## config.mk

```make
export PLATFORM = sky130hd
export DESIGN_NAME = cme_engine
export DESIGN_NICKNAME = d
export VERILOG_FILES = /design/src/rtl/cme_pkg.sv /design/src/rtl/cme_regs.sv /design/src/rtl/cme_walker.sv /design/src/rtl/cme_engine.sv
export SDC_FILE = /design/constraint.sdc
export NUM_CORES = 1
export LEC_CHECK = 0
export BUFFER_PORTS_ARGS = -buffer_cell sky130_fd_sc_hd__buf_2
export CAP_MARGIN = 15
export CELL_PAD_IN_SITES_DETAIL_PLACEMENT = 0
export CELL_PAD_IN_SITES_GLOBAL_PLACEMENT = 2
export CORE_UTILIZATION = 38
export CTS_BUF_LIST = sky130_fd_sc_hd__clkbuf_8
export CTS_CLUSTER_DIAMETER = 150
export DETAILED_ROUTE_END_ITERATION = 6
export PLACE_DENSITY = 0.9
export SETUP_SLACK_MARGIN = 0.4
export SLEW_MARGIN = 20
export SYNTH_ARGS = -nofsm -noshare
export SYNTH_HDL_FRONTEND = slang
export SYNTH_SLANG_ARGS = --single-unit
```

## constraint.sdc

```tcl
create_clock -name clk -period 5.56 [get_ports clk]
set_clock_uncertainty 0.15 [all_clocks]
set_input_delay 0.834 -clock clk [delete_from_list [all_inputs] [get_ports clk]]
set_output_delay 0.834 -clock clk [all_outputs]
set_load 0.005 [all_outputs]
```

## src/rtl/cme_pkg.sv

```systemverilog
package cme_pkg;
  typedef enum logic [1:0] {
    OP_CLEAN_INV = 2'd0,
    OP_INV       = 2'd1,
    OP_CLEAN     = 2'd2,
    OP_RSVD      = 2'd3
  } cme_op_e;

  localparam int OFS_BASE  = 'h00;
  localparam int OFS_LIMIT = 'h08;
  localparam int OFS_CMD   = 'h10;

  localparam int BUSY_BIT = 0;
  localparam int MODE_LSB = 1;
  localparam int ERR_BIT  = 3;
endpackage

```

## src/rtl/cme_regs.sv

```systemverilog
module cme_regs
  import cme_pkg::*;
#(
  parameter int PA_W   = 40,
  parameter int BUS_AW = 8,
  parameter int DATA_W = 64
) (
  input  logic              clk,
  input  logic              rst_n,
  input  logic              bus_wr,
  input  logic [BUS_AW-1:0] bus_addr,
  input  logic [DATA_W-1:0] bus_wdata,
  input  logic              busy,
  output logic [DATA_W-1:0] bus_rdata,
  output logic [PA_W-1:0]   base_addr,
  output logic [PA_W-1:0]   limit_addr,
  output cme_op_e           mode,
  output logic              go
);
  logic hit_base, hit_limit, hit_cmd;
  logic [PA_W-1:0] base_q, base_d, limit_q, limit_d;
  cme_op_e mode_q, mode_d;
  logic err_q, err_d;
  logic reg_en;
  logic unused_wdata;

  assign hit_base  = (bus_addr == BUS_AW'(OFS_BASE));
  assign hit_limit = (bus_addr == BUS_AW'(OFS_LIMIT));
  assign hit_cmd   = (bus_addr == BUS_AW'(OFS_CMD));
  assign reg_en    = bus_wr;
  assign unused_wdata = ^{bus_wdata[DATA_W-1:PA_W], bus_wdata[BUSY_BIT]};

  always_comb begin
    base_d  = base_q;
    limit_d = limit_q;
    mode_d  = mode_q;
    err_d   = err_q;
    go      = 1'b0;
    if (bus_wr) begin
      if (busy) begin
        err_d = 1'b1;
      end else begin
        if (hit_base)  base_d  = bus_wdata[PA_W-1:0];
        if (hit_limit) limit_d = bus_wdata[PA_W-1:0];
        if (hit_cmd) begin
          mode_d = cme_op_e'(bus_wdata[MODE_LSB +: 2]);
          go     = 1'b1;
          if (bus_wdata[ERR_BIT]) err_d = 1'b0;
        end
      end
    end
  end

  always_ff @(posedge clk or negedge rst_n) begin
    if (!rst_n) begin
      base_q  <= '0;
      limit_q <= '0;
      mode_q  <= OP_CLEAN_INV;
      err_q   <= 1'b0;
    end else if (reg_en) begin
      base_q  <= base_d;
      limit_q <= limit_d;
      mode_q  <= mode_d;
      err_q   <= err_d;
    end
  end

  always_comb begin
    bus_rdata = '0;
    if (hit_base)  bus_rdata[PA_W-1:0] = base_q;
    if (hit_limit) bus_rdata[PA_W-1:0] = limit_q;
    if (hit_cmd) begin
      bus_rdata[BUSY_BIT]     = busy;
      bus_rdata[MODE_LSB +: 2] = mode_q;
      bus_rdata[ERR_BIT]      = err_q;
    end
  end

  assign base_addr  = base_q;
  assign limit_addr = limit_q;
  assign mode       = mode_q;

  // a write during a walk must leave the error flag set
  assert_busy_write_flags_R9: assert property (@(posedge clk) disable iff (!rst_n)
    bus_wr && busy |=> err_q);

  // programmed window and operation stay frozen during a walk
  assert_regs_frozen_R9: assert property (@(posedge clk) disable iff (!rst_n)
    busy |=> $stable(base_q) && $stable(limit_q) && $stable(mode_q));
endmodule

```

## src/rtl/cme_walker.sv

```systemverilog
module cme_walker #(
  parameter int PA_W       = 40,
  parameter int LINE_BYTES = 64
) (
  input  logic                                   clk,
  input  logic                                   rst_n,
  input  logic                                   go,
  input  logic [PA_W-1:0]                        base_addr,
  input  logic [PA_W-1:0]                        limit_addr,
  input  logic                                   req_ready,
  output logic                                   busy,
  output logic                                   req_valid,
  output logic [PA_W-$clog2(LINE_BYTES)-1:0]     req_line
);
  localparam int OFF_W  = $clog2(LINE_BYTES);
  localparam int LINE_W = PA_W - OFF_W;
  localparam int CNT_W  = LINE_W + 1;

  logic             busy_q, busy_d;
  logic [CNT_W-1:0] line_q, line_d;
  logic [PA_W-1:0]  lim_q, lim_d;
  logic [PA_W:0]    cur_base;
  logic             more, fire, walk_en;

  assign cur_base  = {line_q, {OFF_W{1'b0}}};
  assign more      = busy_q && (cur_base < {1'b0, lim_q});
  assign fire      = more && req_ready;
  assign walk_en   = go || busy_q;

  always_comb begin
    busy_d = busy_q;
    line_d = line_q;
    lim_d  = lim_q;
    if (go) begin
      busy_d = 1'b1;
      line_d = {1'b0, base_addr[PA_W-1:OFF_W]};
      lim_d  = (limit_addr > base_addr) ? limit_addr : '0;
    end else if (busy_q) begin
      if (fire)       line_d = line_q + 1'b1;
      else if (!more) busy_d = 1'b0;
    end
  end

  always_ff @(posedge clk or negedge rst_n) begin
    if (!rst_n) begin
      busy_q <= 1'b0;
      line_q <= '0;
      lim_q  <= '0;
    end else if (walk_en) begin
      busy_q <= busy_d;
      line_q <= line_d;
      lim_q  <= lim_d;
    end
  end

  assign busy      = busy_q;
  assign req_valid = more;
  assign req_line  = line_q[LINE_W-1:0];

  // stalled request holds its line index
  assert_req_hold_R6: assert property (@(posedge clk) disable iff (!rst_n)
    req_valid && !req_ready |=> req_valid && $stable(req_line));

  // requests only appear inside a busy window
  assert_req_in_busy_R3: assert property (@(posedge clk) disable iff (!rst_n)
    req_valid |-> busy);

  // a start always raises busy on the next cycle
  assert_go_sets_busy_R3: assert property (@(posedge clk) disable iff (!rst_n)
    go |=> busy);

  // busy only falls after a cycle with nothing pending
  assert_done_after_last_R7: assert property (@(posedge clk) disable iff (!rst_n)
    $fell(busy) |-> !$past(req_valid));

  // an empty window never produces a request
  assert_empty_no_req_R8: assert property (@(posedge clk) disable iff (!rst_n)
    go && (limit_addr <= base_addr) |=> !req_valid);
endmodule

```

## src/rtl/cme_engine.sv

```systemverilog
module cme_engine
  import cme_pkg::*;
#(
  parameter int PA_W       = 40,
  parameter int LINE_BYTES = 64,
  parameter int BUS_AW     = 8,
  parameter int DATA_W     = 64,
  localparam int LINE_W    = PA_W - $clog2(LINE_BYTES)
) (
  input  logic              clk,
  input  logic              rst_n,
  input  logic              bus_wr,
  input  logic [BUS_AW-1:0] bus_addr,
  input  logic [DATA_W-1:0] bus_wdata,
  output logic [DATA_W-1:0] bus_rdata,
  output logic              req_valid,
  input  logic              req_ready,
  output logic [LINE_W-1:0] req_line,
  output logic [1:0]        req_mode
);
  logic [PA_W-1:0] base_addr, limit_addr;
  cme_op_e         mode;
  logic            go, busy;

  cme_regs #(.PA_W(PA_W), .BUS_AW(BUS_AW), .DATA_W(DATA_W)) u_regs (
    .clk(clk), .rst_n(rst_n), .bus_wr(bus_wr), .bus_addr(bus_addr),
    .bus_wdata(bus_wdata), .busy(busy), .bus_rdata(bus_rdata),
    .base_addr(base_addr), .limit_addr(limit_addr), .mode(mode), .go(go)
  );

  cme_walker #(.PA_W(PA_W), .LINE_BYTES(LINE_BYTES)) u_walk (
    .clk(clk), .rst_n(rst_n), .go(go), .base_addr(base_addr),
    .limit_addr(limit_addr), .req_ready(req_ready), .busy(busy),
    .req_valid(req_valid), .req_line(req_line)
  );

  assign req_mode = mode;

  // mode on the request port stays put while a request is stalled
  assert_mode_hold_R5: assert property (@(posedge clk) disable iff (!rst_n)
    req_valid && !req_ready |=> $stable(req_mode));
endmodule

```

==> run_results.csv <==
group,metric,value,unit
outcome,status,"finished clean",
die,die_w,162.2,µm
synth,synth_area_leaders,"dfrtp_1 41%, ha_1 9.6%, mux2i_1 5.3%",
placement,place_ws,1688,ps
worst_setup_path,r2r_cells,8,
sta,finalCriticalPeriod,3715,ps
clock_tree,postCtsSetupBuffers,0,
synth,synth_compound_area_share,13.60,%
grt,grt_max_degree,68,
grt,grt_remaining_overflow,0,
placement,dpl_cell_area,0.01034,mm²
sta,fmax,269.2,MHz
sta,tightest_slew,1082,ps
routing,via_per_inst,5.149,
grt,grt_pass1_wl,39.83,mm
finish,area_growth,10.31,%
finish,multiInputGateArea,0.004906,mm²
pwr,total_leakage_power,5.601,nW
grt,grt_pass1_vias,7330,
finish,seq_area,0.003979,mm²
synth,ys_types,53,
clock_tree,clock_latency,460,ps
grt,track_usage,19.41,%
synth,synth_top_family_by_area,"simple AND/OR/NAND/NOR gates",
routing,vias,7533,
clock_tree,ctsResizeCount,0,
synth,synth_ff_type,"dfrtp_1",
die,die_h,162.2,µm
pwr,p_total,2.586,mW
clock_tree,max-clock-path-buffers,2,
die,die_area,0.02631,mm²
finish,fillers,2497,
worst_setup_path,critical_path_class,"reg2out",
sta,hold_viol,0,
synth,synth_fa_ha_area_share,9.620,%
sta,final-max-slew-violation-count,0,
placement,dp_hpwl,17.63,mm
sta,grt_setup_unrepaired,"false",
synth,synth-async-reset-ratio,100.0,%
synth,synth_edf_count,0,
finish,drive_above_1_share,19.77,%
die,num_rows,58,
run,max-cap-violations,0,
die,io_pins,177,
routing,ant_nets,0,
pwr,peakVddDrop,147.0,µV
worst_setup_path,cp-start-kind,"flop",
routing,dr.pass1.iters,5,
synth,synth_area_per_cell,9.237,µm²
sta,finalHoldWorstSlack,217.8,ps
grt,antenna_found_initial,0,
clock_tree,cts_tree,"built",
routing,wl_per_cell,16.70,µm
synth,synthCells,1056,
clock_tree,htree_num_levels,4,
routing,drtIter0Drc,397,
worst_hold_path,min_path_type,"in2async",
routing,drc_errors,0,
clock_tree,clock_sinks,159,
synth,synth_xor_area_share,0.1796,%
worst_setup_path,worst_ep_required_time,4580,ps
finish,nets,1271,
placement,place.gp.congestion,0.7958,
die,core,0.02518,mm²
sta,setup_ws,1845,ps
die,start_util,38.74,%
routing,wirelength,24.44,mm
placement,port_buffers,128,
clock_tree,clkTransAtPathRegs,90,ps
finish,diodes,0,
sta,setup_tns,0,ps
synth,synth-simple-area-share,15.32,%
sta,post-route-period-util,66.82,%
worst_setup_path,endpoint_kind,"output port",
synth,yosys_warnings,0,
worst_setup_path,worstPathArrival,2730,ps
sta,slew_headroom,27.84,%
synth,yosysTopAreaCell,"dfrtp_1",
worst_setup_path,cp_max_fo,4,
synth,syn_area,0.009754,mm²
clock_tree,root_buffer,"clkbuf_8",
clock_tree,holdBufCountCts,0,
synth,ys_seq_area_share,40.79,%
synth,synth_top_cell_area_share,40.79,%
sta,setup_viol,0,
clock_tree,cts_buffers,17,
pwr,power_density,240.4,mW/mm²
synth,ys_seq_elements,159,
synth,synthMuxAreaShare,10.42,%
finish,fin_area,0.01076,mm²
## kinds of logic after synthesis
group	Yosys count
simple gates	317
buf+inv	200
other cells	1
xor+xnor	2
mux	96
fa+ha+maj	75
flops	159
compound gates	206
## worst max-delay path, cell delays in order, from the launching register on
cell and delay [ps]:
dfrtp_1 440, ha_1 320, nand4b_1 210, nor4_1 550, nand3_1 170, a21oi_1 290, nor2_1 140, buf_2 150
## power breakdown
part           internal [mW]  leakage (nW)  total [mW]  switching (mW)
Combinational          0.156          3.59       0.345           0.189
Clock                  0.455         0.202       0.912           0.457
Sequential              1.24          1.81        1.33          0.0911
Total                   1.85          5.60        2.59           0.737
## synthesized netlist by cell type (34+ instances only)
library cell    n
dfrtp_1       159
buf_4          59
nand3_1        53
o21ai_0        64
mux2_2         44
o22ai_1        34
clkbuf_1       39
nand2_1       105
ha_1           75
nor2_1         69
mux2i_1        52
inv_1          85
## through the flow
step           instances  utilization (%)
3_5_place_dp        1431            41.06
4_1_cts             1463            42.71
5_1_grt             1463            42.73
3_3_place_gp        1431            41.06
2_1_floorplan       1079                -
6_report            1463            42.73
## layout by cell type (no fill, tap or decap), types with 4 or more instances in the layout
master,Yosys,final
buf_4,59,8
buf_2,6,127
a211o_1,4,4
mux2i_1,52,52
clkinvlp_4,0,4
nand2_1,105,104
nor3b_1,6,5
o211ai_1,6,6
nor2b_1,6,5
or2_2,5,5
a221o_1,15,15
o21ai_0,64,64
nor2_1,69,69
nand3_1,53,53
o21a_1,4,4
or3_1,6,5
clkinv_4,0,4
a21oi_1,33,33
a21o_1,22,22
conb_1,1,24
dfrtp_1,159,159
nor3_1,12,12
inv_1,85,86
nor4_1,5,5
and2_1,10,9
o22ai_1,34,34
nand4_1,20,20
and3_1,9,9
mux2_2,44,44
clkbuf_8,0,18
ha_1,75,75
## worst paths after layout
check,endpoint,from,slack [ps]
worst max-delay path,req_valid,u_walk.line_q[32],1840
worst min-delay path,u_regs.base_addr[34],rst_n,220
worst max register to register,u_walk.line_q[29],u_walk.line_q[12],1890
worst min register to register,u_walk.lim_q[4],u_walk.lim_q[4],340
max in group asynchronous,u_regs.base_addr[31],rst_n,3920
min in group clk,u_walk.lim_q[4],u_walk.lim_q[4],340
## area by class of cell
| type | count | area share (%) |
|---|---|---|
| clock buffer | 18 | 2.302 |
| clock inverter | 14 | 1.570 |
| inverter | 85 | 2.965 |
| multi-input combinational | 720 | 45.59 |
| sequential | 159 | 36.98 |
| tap | 330 | 3.837 |
| timing repair buffer | 137 | 6.756 |
## per-layer routing
layer	track usage, %	up-vias	part of all wire, %	wire length, µm
met5	0	-	0	0
met4	3.816	0	0.75	184
met3	3.294	15	2.9	719
met2	31.60	131	47	11500
met1	27.11	3602	49	12040
li1	-	3785	-	-
## registers in the layout, summed over array words and instances, names as in the netlist
name / cells
u_walk.line_q: 35
u_regs.err_q: 1
u_regs.limit_addr: 40
u_regs.mode: 2
u_regs.base_addr: 40
u_walk.lim_q: 40
u_walk.busy: 1
Power figures use the tool's default switching activity.
